===== src/rtl/hub_ep_pkg.sv =====
package hub_ep_pkg;
  typedef enum logic {
    HS_NAK  = 1'b0,
    HS_DATA = 1'b1
  } hs_e;

  function automatic int unsigned map_bytes(int unsigned nbits);
    return (nbits + 7) / 8;
  endfunction
endpackage


===== src/rtl/hub_frame_timer.sv =====
module hub_frame_timer #(
  parameter int unsigned FRAME_LEN = 12000,
  parameter int unsigned EOF2_LEAD = 10
) (
  input  logic clk_i,
  input  logic rst_ni,
  input  logic sof_i,
  output logic eof2_o
);
  localparam int unsigned CNT_W   = $clog2(FRAME_LEN);
  localparam int unsigned EOF2_AT = FRAME_LEN - EOF2_LEAD;
  localparam logic [CNT_W-1:0] LAST_C = CNT_W'(FRAME_LEN - 1);
  localparam logic [CNT_W-1:0] MARK_C = CNT_W'(EOF2_AT);

  logic [CNT_W-1:0] cnt_q;

  always_ff @(posedge clk_i or negedge rst_ni) begin
    if (!rst_ni)              cnt_q <= '0;
    else if (sof_i)           cnt_q <= '0;
    else if (cnt_q == LAST_C) cnt_q <= '0;
    else                      cnt_q <= cnt_q + 1'b1;
  end

  assign eof2_o = (cnt_q == MARK_C);


  sof_restart_chk: assert property (@(posedge clk_i) disable iff (!rst_ni)
    sof_i |=> cnt_q == '0);

  eof2_single_chk: assert property (@(posedge clk_i) disable iff (!rst_ni)
    eof2_o |=> !eof2_o);
endmodule


===== src/rtl/hub_chg_sampler.sv =====
module hub_chg_sampler #(
  parameter int unsigned NBITS = 5
) (
  input  logic             clk_i,
  input  logic             rst_ni,
  input  logic             cfg_i,
  input  logic             smp_i,
  input  logic [NBITS-1:0] evt_i,
  input  logic [NBITS-1:0] clr_i,
  output logic [NBITS-1:0] chg_o
);
  logic [NBITS-1:0] pend_q;
  logic [NBITS-1:0] chg_q;

  for (genvar b = 0; b < NBITS; b++) begin : g_bit
    logic pend_eff;
    assign pend_eff = pend_q[b] | evt_i[b];

    always_ff @(posedge clk_i or negedge rst_ni) begin
      if (!rst_ni) begin
        pend_q[b] <= 1'b0;
        chg_q[b]  <= 1'b0;
      end else if (!cfg_i) begin
        pend_q[b] <= 1'b0;
        chg_q[b]  <= 1'b0;
      end else begin
        pend_q[b] <= smp_i ? 1'b0 : pend_eff;
        // clear first; a fresh event on the sample edge wins
        chg_q[b]  <= (chg_q[b] & ~clr_i[b]) | (smp_i & pend_eff);
      end
    end
  end

  assign chg_o = chg_q;


  unconfig_wipe_chk: assert property (@(posedge clk_i) disable iff (!rst_ni)
    !cfg_i |=> chg_q == '0);

  hold_between_chk: assert property (@(posedge clk_i) disable iff (!rst_ni)
    (cfg_i && !smp_i && clr_i == '0) |=> chg_q == $past(chg_q));
endmodule


===== src/rtl/hub_in_resp.sv =====
module hub_in_resp
  import hub_ep_pkg::*;
#(
  parameter int unsigned NBITS = 5,
  parameter int unsigned MAP_W = 8
) (
  input  logic             clk_i,
  input  logic             rst_ni,
  input  logic             cfg_i,
  input  logic             in_tok_i,
  input  logic [NBITS-1:0] chg_i,
  output logic             resp_valid_o,
  output logic             resp_data_o,
  output logic [MAP_W-1:0] bitmap_o
);
  hs_e              hs_d, hs_q;
  logic             vld_q;
  logic [MAP_W-1:0] map_d, map_q;

  always_comb begin
    map_d = '0;
    hs_d  = HS_NAK;
    if (|chg_i) begin
      hs_d             = HS_DATA;
      map_d[NBITS-1:0] = chg_i;
    end
  end

  always_ff @(posedge clk_i or negedge rst_ni) begin
    if (!rst_ni) begin
      vld_q <= 1'b0;
      hs_q  <= HS_NAK;
      map_q <= '0;
    end else if (in_tok_i && cfg_i) begin
      vld_q <= 1'b1;
      hs_q  <= hs_d;
      map_q <= map_d;
    end else begin
      vld_q <= 1'b0;
      hs_q  <= HS_NAK;
      map_q <= '0;
    end
  end

  assign resp_valid_o = vld_q;
  assign resp_data_o  = (hs_q == HS_DATA);
  assign bitmap_o     = map_q;


  silent_unconfig_chk: assert property (@(posedge clk_i) disable iff (!rst_ni)
    (in_tok_i && !cfg_i) |=> !resp_valid_o);

  nak_empty_chk: assert property (@(posedge clk_i) disable iff (!rst_ni)
    !resp_data_o |-> bitmap_o == '0);

  data_on_change_chk: assert property (@(posedge clk_i) disable iff (!rst_ni)
    (in_tok_i && cfg_i && chg_i != '0) |=> resp_valid_o && resp_data_o);
endmodule


===== src/rtl/hub_intr_ep.sv =====
module hub_intr_ep
  import hub_ep_pkg::*;
#(
  parameter int unsigned NUM_PORTS = 4,
  parameter int unsigned FRAME_LEN = 12000,
  parameter int unsigned EOF2_LEAD = 10,
  localparam int unsigned NBITS    = NUM_PORTS + 1,
  localparam int unsigned MAP_W    = 8 * map_bytes(NBITS)
) (
  input  logic                 clk_i,
  input  logic                 rst_ni,
  input  logic                 sof_i,
  input  logic                 configured_i,
  input  logic                 hub_chg_i,
  input  logic [NUM_PORTS-1:0] port_chg_i,
  input  logic [NUM_PORTS:0]   clr_i,
  input  logic                 in_tok_i,
  output logic                 eof2_o,
  output logic                 resp_valid_o,
  output logic                 resp_data_o,
  output logic [MAP_W-1:0]     bitmap_o
);
  logic             eof2;
  logic [NBITS-1:0] evt;
  logic [NBITS-1:0] chg;

  assign evt = {port_chg_i, hub_chg_i};

  hub_frame_timer #(.FRAME_LEN(FRAME_LEN), .EOF2_LEAD(EOF2_LEAD)) i_timer (
    .clk_i (clk_i),
    .rst_ni(rst_ni),
    .sof_i (sof_i),
    .eof2_o(eof2)
  );

  hub_chg_sampler #(.NBITS(NBITS)) i_sampler (
    .clk_i (clk_i),
    .rst_ni(rst_ni),
    .cfg_i (configured_i),
    .smp_i (eof2),
    .evt_i (evt),
    .clr_i (clr_i),
    .chg_o (chg)
  );

  hub_in_resp #(.NBITS(NBITS), .MAP_W(MAP_W)) i_resp (
    .clk_i       (clk_i),
    .rst_ni      (rst_ni),
    .cfg_i       (configured_i),
    .in_tok_i    (in_tok_i),
    .chg_i       (chg),
    .resp_valid_o(resp_valid_o),
    .resp_data_o (resp_data_o),
    .bitmap_o    (bitmap_o)
  );

  assign eof2_o = eof2;


  sample_only_eof2_chk: assert property (@(posedge clk_i) disable iff (!rst_ni)
    (!eof2 && configured_i) |=> (chg & ~$past(chg)) == '0);
endmodule


===== config.mk =====
export PLATFORM = sky130hd
export DESIGN_NAME = hub_intr_ep
export DESIGN_NICKNAME = d
export VERILOG_FILES = /design/src/rtl/hub_ep_pkg.sv /design/src/rtl/hub_frame_timer.sv /design/src/rtl/hub_chg_sampler.sv /design/src/rtl/hub_in_resp.sv /design/src/rtl/hub_intr_ep.sv
export SDC_FILE = /design/constraint.sdc
export NUM_CORES = 1
export LEC_CHECK = 0
export ABC_AREA = 1
export CELL_PAD_IN_SITES_DETAIL_PLACEMENT = 1
export CELL_PAD_IN_SITES_GLOBAL_PLACEMENT = 1
export CORE_MARGIN = 3
export CORE_UTILIZATION = 41
export CTS_CLUSTER_DIAMETER = 30
export DETAILED_ROUTE_END_ITERATION = 6
export DONT_BUFFER_PORTS = 1
export HOLD_SLACK_MARGIN = 0.03
export PLACE_DENSITY = 0.7
export SYNTH_ARGS = -nofsm -noshare
export SYNTH_HDL_FRONTEND = slang
export SYNTH_HIERARCHICAL = 1
export SYNTH_SLANG_ARGS = --single-unit

===== constraint.sdc =====
create_clock -name clk_i -period 1.6 [get_ports clk_i]
set_input_delay 0.32 -clock clk_i [delete_from_list [all_inputs] [get_ports clk_i]]
set_output_delay 0.32 -clock clk_i [all_outputs]
set_load 0.005 [all_outputs]

==> results of run 1 <==
stage by stage:
stage / total power [mW] / instances / hold slack, ns
after detailed placement: 0.877 / 221 / 0.0253
after CTS: 1.57 / 235 / 0.115
after floorplan: 0.871 / 174 / 0.0244
after global routing: 1.64 / 245 / 0.113
after global placement: 0.874 / 221 / 0.0252
final: 1.57 / 245 / 0.127
cells in the mapped netlist (2+ instances only):
master	count
sky130_fd_sc_hd__o21ai_1	4
sky130_fd_sc_hd__inv_1	23
sky130_fd_sc_hd__nand3_1	7
sky130_fd_sc_hd__nand2_1	24
sky130_fd_sc_hd__nor3_1	2
sky130_fd_sc_hd__xor2_1	4
sky130_fd_sc_hd__a21oi_1	5
sky130_fd_sc_hd__nor2_1	31
sky130_fd_sc_hd__buf_4	3
sky130_fd_sc_hd__nand4_1	7
sky130_fd_sc_hd__ha_1	2
sky130_fd_sc_hd__inv_2	3
sky130_fd_sc_hd__nand2_2	5
sky130_fd_sc_hd__dfrtp_1	31
sky130_fd_sc_hd__nor2_2	9
sky130_fd_sc_hd__xnor2_1	2
cells by family after synthesis:
family          Yosys count
fa+ha+maj                 2
flops                    31
compound gates           13
other cells               1
buf+inv                  29
xor+xnor                  6
simple gates             90
sequential cells by signal, summed over array words and instances (netlist names):
signal / cells
i_sampler/chg_o: 5
i_resp/resp_data_o: 1
i_sampler/pend_q: 5
i_resp/bitmap_o: 5
i_timer/cnt_q: 14
i_resp/resp_valid_o: 1
layout make-up:
type	instances	share of cell area (%)
Clock buffer	6	2.80
Clock inverter	2	1.91
Inverter	26	5.33
Multi-Input combinational cell	114	35.2
Sequential cell	31	42.4
Tap cell	46	3.14
Timing Repair Buffer	20	9.16
worst paths after layout:
kind / startpoint / endpoint / slack, ns / cells past startpoint
max: i_timer/cnt_q[9] / eof2_o / -0.13 / 4
min: port_chg_i[3] / i_sampler/pend_q[4] / 0.13 / 2
max reg2reg: i_timer/cnt_q[0] / i_timer/cnt_q[10] / 0.07 / 10
min reg2reg: i_sampler/pend_q[4] / i_sampler/pend_q[4] / 0.52 / 2
max in group asynchronous: rst_ni / i_sampler/pend_q[3] / 1.01 / 2
min in group asynchronous: rst_ni / i_timer/cnt_q[7] / 0.41 / 2
metal layers:
layer	vias up	GRT usage, %
met5	-	0
met4	0	10.4
met3	4	5.78
met2	29	30.4
met1	597	22.7
li1	578	-
timing repair:
action / CTS / global route
pin swaps: 0 / 2
hold buffers: 3 / 0
gates resized for setup: 3 / 8
setup endpoints to repair: 1 / 2
endpoints found under the hold margin: 35 / 0
buffers inserted: 3 / 10
where the power goes:
group          switching, mW  internal, mW
logic                 0.0589        0.0434
registers             0.0140         0.799
clock network          0.289         0.369
worst max-delay path, stage by stage, from the launching register on:
cell	delay, ns
sky130_fd_sc_hd__dfrtp_1	0.43
sky130_fd_sc_hd__nand2_1	0.09
sky130_fd_sc_hd__nor3_2	0.18
sky130_fd_sc_hd__nor3b_2	0.19
sky130_fd_sc_hd__buf_4	0.18
==> tab_implementation.tex, run 1 <==
\begin{tabular}{lr}
\hline
Metric & Value \\
\hline
\multicolumn{2}{l}{\textbf{Route}} \\
Vias per cell & 4.93 \\
Wire length on met1 & between 1500 and 2000 um \\
Number of DRC markers after the initial detailed-route iteration & 73 \\
Aggregate routed wire length & roughly 3800 um \\
Met3 WL & 138 um \\
Detailed-route via count & 1208 \\
Number of nets still failing antenna checks after routing & 0 \\
Met2 wire len & 1910 um \\
Post-DR wirelength/cell & 15.3 um \\
Detailed-route DRC error count & 0 \\
Number of iterations in the first detailed-routing pass & 4 \\
Uppermost layer routed & met4 \\
\multicolumn{2}{l}{\textbf{Timing}} \\
Count of final hold-check violations & 0 \\
Final worst slack & -0.135 ns \\
Time the worst path needs with I/O delays and setup & 1.73 ns \\
Peak Freq & 0.576 GHz \\
Period utilisation layout & 108\% \\
Worst Skew & between 0.009 and 0.01 ns \\
Number of slew-limit violations in the final report & 0 \\
RSZ-0062 raised after global routing & yes \\
Final setup fails & 1 \\
Sum of negative setup slack & -0.135 ns \\
\multicolumn{2}{l}{\textbf{Yosys}} \\
Combinational family with the most area after synthesis & simple AND/OR/NAND/NOR gates \\
Synth async-reset ratio & 100\% \\
Sequential cell area fraction in the yosys report & 52.2\% \\
Post-synthesis cell type count & 26 \\
Cell count after synthesis & 172 \\
Share of the synthesized netlist area taken by xor and xnor gates & 3.54\% \\
Post-synthesis area per instance & 8.63 sq um \\
Adder-Cell Fraction of Synth Area & between 1.5 and 2\% \\
Number of synthesis warnings & 6 \\
Area fraction in compound gates after synthesis & 5.14\% \\
Most used flip-flop cell after synthesis & sky130\_fd\_sc\_hd\_\_dfrtp\_1 \\
Dominant cells by area after synthesis & sky130\_fd\_sc\_hd\_\_dfrtp\_1 (52\%), sky130\_fd\_sc\_hd\_\_nor2\_1 (7.8\%), sky130\_fd\_sc\_hd\_\_nand2\_1 (6.1\%) \\
Synth top area share & 52.2\% \\
Post-synthesis register bit count & 31 \\
Post-synthesis instance area & 0.00149 sq mm \\
Yosys top cell by area & sky130\_fd\_sc\_hd\_\_dfrtp\_1 \\
Synthesized-area fraction occupied by and/or/nand/nor cells & just under 30\% \\
Number of enable-type register cells in the synthesized netlist & 0 \\
Portion of netlist area occupied by mux cells & 0\% \\
\multicolumn{2}{l}{\textbf{CTS}} \\
Deepest clock path buffer count & 2 \\
Depth of the CTS H-tree & 2 \\
TritonCTS buffer count & 5 \\
Latest clock arrival within the worst-skew pair & approximately 0.34 ns \\
Clock tree from TritonCTS & yes \\
Clk sinks & 31 \\
Buffer type at the clock tree root & sky130\_fd\_sc\_hd\_\_clkbuf\_4 \\
Clock slew at reported path FFs & 0.10 ns \\
\multicolumn{2}{l}{\textbf{Floorplan}} \\
Die width & roughly 66 um \\
Floorplan core area & around 0.0034 sq mm \\
Number of standard-cell rows in the floorplan & 21 \\
I/O pin total & 26 \\
Overall die area & 0.00438 sq mm \\
Effective utilization at floorplan & 43.5\% \\
Height of the die & $\sim$66 um \\
\multicolumn{2}{l}{\textbf{Run status}} \\
Violated checks & negative setup slack \\
Result of the run & finished, violations left \\
\multicolumn{2}{l}{\textbf{Worst setup path}} \\
Crit. End Element & output port \\
Worst endpoint data arrival time & 1.41 ns \\
Crit Path Category & reg -> out \\
Element type at the critical path start & flop \\
Max Fanout on Critical Path & 7 \\
Required time worst endpoint & 1.28 ns \\
\multicolumn{2}{l}{\textbf{Place}} \\
Number of input and output port buffers inserted & 0 \\
Placement Cell Area & 0.00156 sq mm \\
Dpl hpwl & 2460 um \\
RePlAce Congestion & 0.825 \\
Pre-CTS WS & 0.159 ns \\
\multicolumn{2}{l}{\textbf{Power and ir drop}} \\
Worst VDD drop & approximately 430 uV \\
Power per standard cell area & 859 mW/mm\^{}2 \\
Pleak & between 0.8 and 0.9 nW \\
\multicolumn{2}{l}{\textbf{Finish}} \\
Multi-input combinational cell area & 644 sq um \\
Most used cells in the layout excluding fill and tap cells & sky130\_fd\_sc\_hd\_\_nor2\_1 (30), sky130\_fd\_sc\_hd\_\_dfrtp\_1 (30), sky130\_fd\_sc\_hd\_\_nand2\_1 (24) \\
Share of the core filled with cells & 53.6\% \\
Reg area & 777 sq um \\
Area added between synthesis and finish & 23.3\% \\
Antenna Diode Count & 0 \\
Final instance area & 0.00183 sq mm \\
\# nets final & 215 \\
Share of final-layout standard cells stronger than drive strength 1 & a little under 30\% \\
Number of filler instances in the final layout & between 400 and 500 \\
\multicolumn{2}{l}{\textbf{Min path}} \\
Hold crit path type & in -> reg \\
\multicolumn{2}{l}{\textbf{Global routing}} \\
Global route total overflow & 0 \\
Vias in the first global route & 1278 \\
Maximum number of pins on one net before global-route repair & 32 \\
Wire length of the first global-routing pass & 6020 um \\
Initial antenna violation count & 0 \\
GRT Overall Usage & 19.0\% \\
\multicolumn{2}{l}{\textbf{Flow run}} \\
Max Cap Viol & 0 \\
\hline
\end{tabular}
(Power assumes the default switching activity.)
==> run 2, diff against run 1 <==
REMOVE_ABC_BUFFERS = 1   (was unset)
==> run 2 against run 1 <==
Compared with the run above: the flow still finishes with violations (negative setup slack); wire length fell by 14%; setup slack improved by 0.051 ns; cell area fell by 4.4%; first-iteration DRC count fell by 42%; clock skew fell by 0.0014 ns; sequential share of layout area rose by 1.9 points.
==> tab_implementation.tex, run 2 (synthesis results as in run 1) <==
\begin{tabular}{lr}
\hline
Metric & Value \\
\hline
\multicolumn{2}{l}{\textbf{Timing}} \\
Period utilisation layout & 105\% (-3.2 points) \\
Number of slew-limit violations in the final report & 0 (unchanged) \\
Final setup fails & 1 (unchanged) \\
Peak Freq & 0.594 GHz (+3.0\%) \\
Count of final hold-check violations & 0 (unchanged) \\
Final Hold Slack & 0.0617 ns (-0.0654 ns) \\
Worst Skew & 0.00789 ns (-0.00137 ns) \\
RSZ-0062 raised after global routing & yes \\
Time the worst path needs with I/O delays and setup & 1.68 ns (-0.0507 ns) \\
Sum of negative setup slack & -0.0840 ns (+0.0507 ns) \\
Final worst slack & -0.0840 ns (+0.0507 ns) \\
\multicolumn{2}{l}{\textbf{Worst setup path}} \\
Logic depth of the worst setup path including buffers & 5 (+1) \\
Element type at the critical path start & flop \\
End of the critical path & eof2\_o \\
R2R cell count & 9 (-1) \\
Max Fanout on Critical Path & 7 (unchanged) \\
Buffers and inverters on the worst path & 2 (+1) \\
Slowest CP cell & sky130\_fd\_sc\_hd\_\_dfrtp\_1 \\
Crit. End Element & output port \\
Crit Path Category & reg -> out \\
Slack of the worst reg-to-reg path & 0.14 ns (+0.07 ns) \\
Crit path cell chain & inv\_2, ha\_4, nand3\_2, nor3b\_2, buf\_4 \\
Startpoint of the worst-slack reg-to-reg timing path & i\_timer/cnt\_q[1] \\
Worst endpoint data arrival time & 1.36 ns (-0.05 ns) \\
Required time worst endpoint & 1.28 ns (about the same) \\
Launching element of the worst setup path & i\_timer/cnt\_q[0] \\
Largest delay share family, worst path & flip-flops \\
Slowest Stage Delay on Critical Path & 0.40 ns (-0.03 ns) \\
Reg-to-Reg End & i\_timer/cnt\_q[1] \\
\multicolumn{2}{l}{\textbf{Finish}} \\
Largest Register & i\_timer/cnt\_q \\
Antenna Diode Count & 0 (unchanged) \\
Area added between synthesis and finish & 17.9\% \\
Share of the core filled with cells & 51.2\% (-2.3 points) \\
Most used cells in the layout excluding fill and tap cells & sky130\_fd\_sc\_hd\_\_nor2\_1 (31), sky130\_fd\_sc\_hd\_\_dfrtp\_1 (31), sky130\_fd\_sc\_hd\_\_nand2\_1 (22) \\
Number of flip-flops under the largest register name & 14 (unchanged) \\
Finished Layout Cells & 238 (-2.9\%) \\
\# nets final & 209 (-2.8\%) \\
Share of final-layout standard cells stronger than drive strength 1 & 27.1\% (-2.1 points) \\
\multicolumn{2}{l}{\textbf{Power and ir drop}} \\
Power per standard cell area & 779 mW/mm\^{}2 (-9.3\%) \\
Pleak & 0.791 nW (-6.7\%) \\
Worst VDD drop & 431 uV (+0.61\%) \\
\multicolumn{2}{l}{\textbf{Route}} \\
Number of DRC markers after the initial detailed-route iteration & 42 (-42\%) \\
Aggregate routed wire length & 3240 um (-14\%) \\
Detailed-route DRC error count & 0 (unchanged) \\
Number of nets still failing antenna checks after routing & 0 (unchanged) \\
Number of iterations in the first detailed-routing pass & 4 (unchanged) \\
Detailed-route via count & 1148 (-5.0\%) \\
Post-DR wirelength/cell & 13.6 um (-11\%) \\
Vias per cell & 4.82 (-2.2\%) \\
\multicolumn{2}{l}{\textbf{Global routing}} \\
Global route total overflow & 0 (unchanged) \\
GRT Overall Usage & 17.7\% (-1.3 points) \\
Initial antenna violation count & 0 (unchanged) \\
Maximum number of pins on one net before global-route repair & 32 (unchanged) \\
Vias in the first global route & 1155 (-9.6\%) \\
Wire length of the first global-routing pass & 5690 um (-5.6\%) \\
\multicolumn{2}{l}{\textbf{Floorplan}} \\
Floorplan core area & 0.00342 sq mm (unchanged) \\
I/O pin total & 26 (unchanged) \\
Height of the die & 66.2 um (unchanged) \\
Overall die area & 0.00438 sq mm (unchanged) \\
Number of standard-cell rows in the floorplan & 21 (unchanged) \\
Effective utilization at floorplan & 43.5\% (unchanged) \\
Die width & 66.2 um (unchanged) \\
\multicolumn{2}{l}{\textbf{CTS}} \\
Clock slew at reported path FFs & 0.09 ns (about the same) \\
Clock tree from TritonCTS & yes \\
Latest clock arrival within the worst-skew pair & 0.32 ns (-0.02 ns) \\
Depth of the CTS H-tree & 2 (unchanged) \\
TritonCTS buffer count & 5 (unchanged) \\
Buffer type at the clock tree root & sky130\_fd\_sc\_hd\_\_clkbuf\_4 \\
Deepest clock path buffer count & 2 (unchanged) \\
Clk sinks & 31 (unchanged) \\
\multicolumn{2}{l}{\textbf{Min path}} \\
Hold crit path type & in -> reg \\
\multicolumn{2}{l}{\textbf{Run status}} \\
Result of the run & finished, violations left \\
Violated checks & negative setup slack \\
\multicolumn{2}{l}{\textbf{Place}} \\
Number of input and output port buffers inserted & 0 (unchanged) \\
Dpl hpwl & 2350 um (-4.5\%) \\
RePlAce Congestion & 0.760 (-7.9\%) \\
Cell total after placement & 221 (unchanged) \\
\multicolumn{2}{l}{\textbf{Flow run}} \\
Max Cap Viol & 0 (unchanged) \\
\hline
\end{tabular}
==> run 2: cell types whose count changed in the layout (fill, tap and decap cells not counted), sizes merged <==
cell	before	now
buf	18	11
bufinv	1	0
dlygate4sd3	2	3
==> run 2: final cells by class <==
cell class / instances / area (sq um)
clock buffers: 6 / 51.3
inverters: 26 / 97.6
clock inverters: 1 / 5.00
flip-flops and latches: 31 / 776
fillers: 416 / 1670
well taps: 46 / 57.6
multi-input cells: 114 / 638
repair buffers: 14 / 125
==> run 2: what timing repair did <==
item | 4_1_cts | 5_1_grt
setup buffers | 6 | 0
gates resized for setup | 9 | 4
hold endpoints to repair | 33 | 1
hold buffers | 3 | 1
pin swaps | 3 | 0
gates cloned | 0 | 0
setup endpoints to repair | 1 | 3
==> run 2: power by group <==
| part | total [mW] | switching [mW] | leakage, nW | internal (mW) |
|---|---|---|---|---|
| Clock | 0.460 | 0.256 | 0.0341 | 0.203 |
| Sequential | 0.811 | 0.0122 | 0.422 | 0.799 |
| Combinational | 0.0940 | 0.0552 | 0.334 | 0.0388 |
| Total | 1.36 | 0.324 | 0.791 | 1.04 |
==> run 2: worst min-delay path by stage <==
stage / endpoint / startpoint / cells after the start / slack (ns)
2_1_floorplan: i_resp/bitmap_o[0] / rst_ni / 0 / 0.02
3_3_place_gp: i_timer/cnt_q[6] / rst_ni / 0 / 0.03
3_5_place_dp: i_timer/cnt_q[1] / rst_ni / 0 / 0.03
4_1_cts: i_timer/cnt_q[8] / sof_i / 1 / 0.04
5_1_grt: i_timer/cnt_q[2] / sof_i / 1 / 0.04
6_report: i_timer/cnt_q[2] / sof_i / 1 / 0.06
==> run 2: stage by stage <==
step / power, mW / instance area, sq um / setup WS [ns]
floorplan: 0.865 / 1470 / -0.0304
global placement: 0.875 / 1560 / 0.122
detailed placement: 0.879 / 1560 / 0.101
CTS: 1.39 / 1730 / -0.106
global route: 1.44 / 1750 / -0.192
finish: 1.36 / 1750 / -0.0840
==> run 2: worst reg2reg max path, delay by kind of cell (launching register included) <==
kind,cells,cell delay (ns)
and+or+nand+nor,6,0.54
DFF,1,0.41
buffers and inverters,2,0.23
adders and majority gates,1,0.18
==> run 2: layer usage <==
layer,share of wire [%],vias to the layer above,track usage [%],wire length [um]
met3,4.7,4,5.78,153
met4,1.2,0,6.09,38
met5,0,-,0,0
met1,46,553,23.4,1500
met2,48,21,27.1,1550
li1,-,570,-,-
